### config.mk
export PLATFORM = sky130hd
export DESIGN_NAME = corr_bincoef
export DESIGN_NICKNAME = d
export VERILOG_FILES = /design/src/rtl/corr_pkg.sv /design/src/rtl/corr_history.sv /design/src/rtl/corr_pattern_bank.sv /design/src/rtl/corr_mac.sv /design/src/rtl/corr_bincoef.sv
export SDC_FILE = /design/constraint.sdc
export NUM_CORES = 1
export LEC_CHECK = 0
export ABC_AREA = 1
export BUFFER_PORTS_ARGS = -buffer_cell sky130_fd_sc_hd__buf_2
export CAP_MARGIN = 20
export CORE_MARGIN = 4
export CORE_UTILIZATION = 49
export DETAILED_ROUTE_END_ITERATION = 12
export MAX_ROUTING_LAYER = met4
export PLACE_DENSITY_LB_ADDON = 0.25
export SETUP_SLACK_MARGIN = 0.2
export SYNTH_ARGS = -nofsm -noshare
export SYNTH_HDL_FRONTEND = slang
export SYNTH_SLANG_ARGS = --single-unit
### constraint.sdc
create_clock -name clk -period 5.1 [get_ports clk]
set_input_delay 0.255 -clock clk [delete_from_list [all_inputs] [get_ports clk]]
set_output_delay 0.255 -clock clk [all_outputs]
set_load 0.02 [all_outputs]
### src/rtl/corr_pkg.sv
package corr_pkg;

    // How a single weight bit is interpreted by the summation stage.
    typedef enum logic {
        COEF_GATING    = 1'b0,   // 1 -> +x, 0 -> 0
        COEF_ANTIPODAL = 1'b1    // 1 -> +x, 0 -> -x
    } coef_mode_e;

    // Width of a result that can hold NUM_TAP signed samples without wrap.
    function automatic int acc_width(input int sample_w, input int num_tap);
        return sample_w + $clog2(num_tap) + 1;
    endfunction

    // Padded section length: next power of two at or above NUM_TAP.
    function automatic int pat_width(input int num_tap);
        return 1 << $clog2(num_tap);
    endfunction

endpackage

### src/rtl/corr_history.sv
module corr_history #(
    parameter int SAMPLE_W  = 8,
    parameter int NUM_TAP   = 6,
    parameter int OS_FACTOR = 2
) (
    input  logic                               clk,
    input  logic                               rst,
    input  logic                               smp_valid,
    input  logic [SAMPLE_W-1:0]                smp_data,
    output logic [NUM_TAP-1:0][SAMPLE_W-1:0]   tap_sel,
    output logic                               fresh
);

    localparam int DEPTH = OS_FACTOR * NUM_TAP;

    typedef struct packed {
        logic [DEPTH-1:0][SAMPLE_W-1:0] line;
        logic                           fresh;
    } hist_t;

    hist_t st_d, st_q;

    always_comb begin
        st_d       = st_q;
        st_d.fresh = smp_valid;
        if (smp_valid) begin
            st_d.line[0] = smp_data;
            for (int i = 1; i < DEPTH; i++) begin
                st_d.line[i] = st_q.line[i-1];
            end
        end
    end

    always_ff @(posedge clk) begin
        if (rst) st_q <= '0;
        else     st_q <= st_d;
    end

    // Decimated pick: newest entry, then every OS_FACTOR-th older entry.
    for (genvar k = 0; k < NUM_TAP; k++) begin : g_pick
        assign tap_sel[k] = st_q.line[k*OS_FACTOR];
    end

    assign fresh = st_q.fresh;

    AST_HIST_HOLD: assert property (@(posedge clk) disable iff (rst)
        !smp_valid |=> $stable(st_q.line));

    AST_HIST_NEWEST: assert property (@(posedge clk) disable iff (rst)
        smp_valid |=> (tap_sel[0] == $past(smp_data)));

endmodule

### src/rtl/corr_pattern_bank.sv
module corr_pattern_bank #(
    parameter int NUM_TAP = 6,
    parameter int NUM_SEQ = 2,
    parameter int PAT_W   = 8,
    parameter int SEL_W   = 1
) (
    input  logic               clk,
    input  logic               rst,
    input  logic               wr_en,
    input  logic [SEL_W-1:0]   wr_slot,
    input  logic [PAT_W-1:0]   wr_bits,
    input  logic [SEL_W-1:0]   sel,
    input  logic               accept,
    output logic [NUM_TAP-1:0] active
);

    localparam logic [PAT_W-1:0] KEEP_MASK = PAT_W'((64'd1 << NUM_TAP) - 64'd1);

    typedef struct packed {
        logic [NUM_SEQ-1:0][PAT_W-1:0] bank;
        logic [NUM_TAP-1:0]            act;
    } bank_t;

    bank_t st_d, st_q;

    always_comb begin
        st_d = st_q;
        // Snapshot uses the bank as it was before any same-edge write.
        if (accept) begin
            st_d.act = st_q.bank[sel][NUM_TAP-1:0];
        end
        if (wr_en) begin
            st_d.bank[wr_slot] = wr_bits & KEEP_MASK;
        end
    end

    always_ff @(posedge clk) begin
        if (rst) st_q <= '0;
        else     st_q <= st_d;
    end

    assign active = st_q.act;

    AST_PAT_FROZEN: assert property (@(posedge clk) disable iff (rst)
        !accept |=> $stable(active));

    for (genvar s = 0; s < NUM_SEQ; s++) begin : g_pad_chk
        AST_PAD_CLEAR: assert property (@(posedge clk) disable iff (rst)
            (st_q.bank[s] & ~KEEP_MASK) == '0);
    end

endmodule

### src/rtl/corr_mac.sv
module corr_mac
    import corr_pkg::*;
#(
    parameter int         SAMPLE_W = 8,
    parameter int         NUM_TAP  = 6,
    parameter coef_mode_e MODE     = COEF_ANTIPODAL,
    parameter int         ACC_W    = 12
) (
    input  logic                             clk,
    input  logic                             rst,
    input  logic                             fire,
    input  logic [NUM_TAP-1:0][SAMPLE_W-1:0] taps,
    input  logic [NUM_TAP-1:0]               weights,
    output logic                             res_valid,
    output logic [ACC_W-1:0]                 res_value
);

    localparam int BOUND = NUM_TAP * (1 << (SAMPLE_W - 1));

    typedef struct packed {
        logic             valid;
        logic [ACC_W-1:0] value;
    } mac_t;

    mac_t st_d, st_q;
    logic signed [ACC_W-1:0] sum;
    logic signed [ACC_W-1:0] term;

    always_comb begin
        sum  = '0;
        term = '0;
        for (int k = 0; k < NUM_TAP; k++) begin
            term = {{(ACC_W-SAMPLE_W){taps[k][SAMPLE_W-1]}}, taps[k]};
            if (weights[k]) begin
                sum = sum + term;
            end else if (MODE == COEF_ANTIPODAL) begin
                sum = sum - term;
            end
        end
        st_d       = st_q;
        st_d.valid = fire;
        if (fire) begin
            st_d.value = sum;
        end
    end

    always_ff @(posedge clk) begin
        if (rst) st_q <= '0;
        else     st_q <= st_d;
    end

    assign res_valid = st_q.valid;
    assign res_value = st_q.value;

    AST_NO_OVERFLOW: assert property (@(posedge clk) disable iff (rst)
        res_valid |-> ($signed(res_value) <= BOUND && $signed(res_value) >= -BOUND));

    AST_RESULT_HOLD: assert property (@(posedge clk) disable iff (rst)
        !fire |=> $stable(res_value));

endmodule

### src/rtl/corr_bincoef.sv
module corr_bincoef
    import corr_pkg::*;
#(
    parameter int         SAMPLE_W  = 8,
    parameter int         NUM_TAP   = 6,
    parameter int         OS_FACTOR = 2,
    parameter int         NUM_SEQ   = 2,
    parameter coef_mode_e MODE      = COEF_ANTIPODAL,
    localparam int        SEL_W     = $clog2(NUM_SEQ),
    localparam int        PAT_W     = pat_width(NUM_TAP),
    localparam int        ACC_W     = acc_width(SAMPLE_W, NUM_TAP)
) (
    input  logic                clk,
    input  logic                rst,
    input  logic                smp_valid,
    input  logic [SAMPLE_W-1:0] smp_data,
    input  logic                pat_wr_en,
    input  logic [SEL_W-1:0]    pat_wr_slot,
    input  logic [PAT_W-1:0]    pat_wr_bits,
    input  logic [SEL_W-1:0]    pat_sel,
    output logic                res_valid,
    output logic [ACC_W-1:0]    res_value
);

    logic [NUM_TAP-1:0][SAMPLE_W-1:0] tap_sel;
    logic                             fresh;
    logic [NUM_TAP-1:0]               weights;

    corr_history #(
        .SAMPLE_W (SAMPLE_W),
        .NUM_TAP  (NUM_TAP),
        .OS_FACTOR(OS_FACTOR)
    ) u_hist (
        .clk      (clk),
        .rst      (rst),
        .smp_valid(smp_valid),
        .smp_data (smp_data),
        .tap_sel  (tap_sel),
        .fresh    (fresh)
    );

    corr_pattern_bank #(
        .NUM_TAP(NUM_TAP),
        .NUM_SEQ(NUM_SEQ),
        .PAT_W  (PAT_W),
        .SEL_W  (SEL_W)
    ) u_bank (
        .clk    (clk),
        .rst    (rst),
        .wr_en  (pat_wr_en),
        .wr_slot(pat_wr_slot),
        .wr_bits(pat_wr_bits),
        .sel    (pat_sel),
        .accept (smp_valid),
        .active (weights)
    );

    corr_mac #(
        .SAMPLE_W(SAMPLE_W),
        .NUM_TAP (NUM_TAP),
        .MODE    (MODE),
        .ACC_W   (ACC_W)
    ) u_mac (
        .clk      (clk),
        .rst      (rst),
        .fire     (fresh),
        .taps     (tap_sel),
        .weights  (weights),
        .res_valid(res_valid),
        .res_value(res_value)
    );

    AST_LAT_FIXED: assert property (@(posedge clk) disable iff (rst)
        smp_valid |-> ##2 res_valid);

    AST_LAT_QUIET: assert property (@(posedge clk) disable iff (rst)
        !smp_valid |-> ##2 !res_valid);

endmodule

==> flow_summary_export.csv <==
group,metric,value,unit
worst_setup_path,cpLargestDelayFamily,"adder cells",
layout,final_cell_area,10040,um^2
clock_tree,htree_levels,4,
timing,fin_worst_skew,0.007032,ns
layout,area_growth,35.16,%
timing,timing.final.crit_share,1.085,
status,violations,"setup timing",
layout,n_antenna_cell,0,
hold_path,holdCritPathClass,"in2reg",
clock_tree,cts_root_buf,"clkbuf_16",
routing,drt-wirelength-per-cell,14.58,um
routing,drc,0,
layout,final_nets,1261,
timing,relSlewSlack,0.4691,
global_routing,grt_use_total,0.2150,
clock_tree,holdBufCountCts,0,
logic_synthesis,synth_cell_types,39,
routing,via_per_inst,5.326,
placed_design,dp_hpwl,12.93,mm
worst_setup_path,critPathKind,"reg2reg",
global_routing,grt_max_degree,85,
worst_setup_path,slowest_delay,0.34,ns
logic_synthesis,yosys_warnings,0,
routing,drt_pass1_iterations,5,
die,coreArea,14700,um^2
worst_setup_path,end_kind,"register",
worst_setup_path,cp_num_buf_inv,3,
placed_design,placed_area,8611,um^2
layout,final_common_cell,"nor2_1",
logic_synthesis,synth_seq_cells,120,
routing,drtIter0Drc,409,
layout,layout-drive-gt1-share,0.2960,
run,max_cap_viol_count,0,
routing,vias,7297,
die,dieArea,17200,um^2
timing,finalHoldViolations,0,
timing,fin_ws,-0.4317,ns
die,io_pins,35,
logic_synthesis,yosys.area.top_type,"dfxtp_1",
layout,final_util,0.6832,
worst_setup_path,cp.arrival,5.82,ns
global_routing,overflow,0,
clock_tree,cts.sinks,120,
worst_setup_path,crit_top_cell,"a21oi_2",
timing,finalSetupViolCount,4,
logic_synthesis,synth_edf_count,0,
timing,rsz0062_at_grt,"true",
worst_setup_path,rrSetupSlack,-0.43,ns
layout,instances_no_fill,1370,
die,die_width,131.1,um
logic_synthesis,synth_area_leaders,"dfxtp_1 (32%), ha_1 (10%), o21ai_0 (8.8%), a21oi_1 (8.8%), nor2_1 (6.2%)",
clock_tree,numCtsBuffers,17,
clock_tree,cts_tree,"built",
logic_synthesis,async_flop_share,0,
worst_setup_path,worstPathMaxFanout,4,
clock_tree,clk_latency,0.42,ns
logic_synthesis,yosysSeqAreaShare,0.3233,
clock_tree,path_clk_slew,0.06,ns
layout,final_cell_mix,"nor2_1 (119), buf_4 (116), dfxtp_1 (115)",
global_routing,grt_pass1_vias,6548,
logic_synthesis,synth_area,7430,um^2
routing,wl,19.97,mm
placed_design,port_buffers,32,
logic_synthesis,avgSynthCellArea,7.241,um^2
timing,fin_setup_tns,-0.9925,ns
clock_tree,clockBufferDepth,2,
timing,max_freq,0.1808,GHz
timing,worstMarginPinSlew,0.7963,ns
placed_design,place_congestion,0.8220,
placed_design,dp.cells,1312,
global_routing,grt_first_pass_wirelength,30.29,mm
die,chipHeight,131.1,um
logic_synthesis,synth.top_cell.area_share,0.3233,
timing,min_period,5.532,ns
worst_setup_path,crit_path_start_kind,"register",
worst_setup_path,cpMaxStageDelayCell,"dfxtp_2",
global_routing,antenna_found_initial,0,
logic_synthesis,synth_fp_nets,1114,
status,status,"finished, violations left",
worst_setup_path,required,5.39,ns
die,rows,44,
logic_synthesis,synthFlopType,"dfxtp_1",
timing,finalMaxSlewViolations,0,
routing,antenna_left,0,
logic_synthesis,synthesis.instances,1026,
die,start_util,0.5054,
==> worst paths after layout <==
path,startpoint,to,depth (start not counted)
worst min register to register,u_hist.st_q[30]$_SDFFE_PP0P_,u_hist.tap_sel[21]$_SDFFE_PP0P_,2
worst max register to register,u_hist.tap_sel[9]$_SDFFE_PP0P_,u_mac.res_value[11]$_SDFFE_PP0P_,34
worst min-delay path,pat_wr_bits[0],u_bank.st_q[6]$_SDFFE_PP0P_,3
worst max-delay path,u_hist.tap_sel[9]$_SDFFE_PP0P_,u_mac.res_value[11]$_SDFFE_PP0P_,34
==> stage by stage <==
| stage | hold slack [ns] | setup slack (ns) |
|---|---|---|
| 6_report | 0.07749 | -0.4317 |
| 5_1_grt | 0.08545 | -0.7599 |
| 4_1_cts | 0.06572 | -0.3447 |
| 3_5_place_dp | 0.4670 | -0.4110 |
| 3_3_place_gp | 0.4592 | -0.3201 |
| 2_1_floorplan | 0.3899 | -0.09330 |
==> cell families after synthesis <==
group,after synthesis,share of synthesized area
AND/OR/NAND/NOR,295,0.1681
XOR/XNOR,76,0.08959
AO/OA/AOI/OAI,305,0.2199
flip-flops,120,0.3233
adder cells (fa/ha/maj),66,0.1162
buffers and inverters,164,0.08286
==> synth_stat cells (all sizes together), types with 3 or more instances <==
master  instances
o21ai         142
a21oi         131
inv           127
nor2          122
nand2         121
dfxtp         120
ha             61
xor2           52
nand3          36
clkbuf         35
xnor2          24
a221oi          7
nor3            7
o31ai           6
fa              5
a21o            4
nand4           4
a21boi          3
o21bai          3
==> final cells by class <==
cell class	instances	area (um^2)
clock inverter	13	142.6
tap	184	230.2
timing repair buffer	164	1220
sequential	120	2409
fill	1132	4657
inverter	128	485.5
multi-input combinational	742	5102
clock buffer	19	452.9
==> registers in the layout, summed over array words and instances (netlist names) <==
name,flops
u_bank.active,6
u_bank.st_q,12
u_hist.st_q,40
u_hist.fresh,1
u_mac.res_valid,1
u_hist.tap_sel,48
u_mac.res_value,12
==> metal layers <==
layer	routed length, um	vias to the layer above	track usage
met5	0	-	-
met4	223	0	0.05893
met3	824	18	0.04358
met2	9626	159	0.3234
met1	9294	3407	0.2962
li1	-	3713	-
==> what timing repair did <==
action / CTS / global route
setup buffers: 17 / 9
endpoints found under the setup margin: 6 / 8
resized for setup: 24 / 115
pin swaps: 49 / 54
endpoints found under the hold margin: 0 / 0
gates cloned: 0 / 0
==> worst min-delay path, delay by kind of cell <==
kind,cells,cell delay (ns)
buffers and inverters,1,0.09
and+or+nand+nor,2,0.12
Power is not shown: default switching activity piles up to over one toggle a cycle in this logic, so the estimate is an artifact.
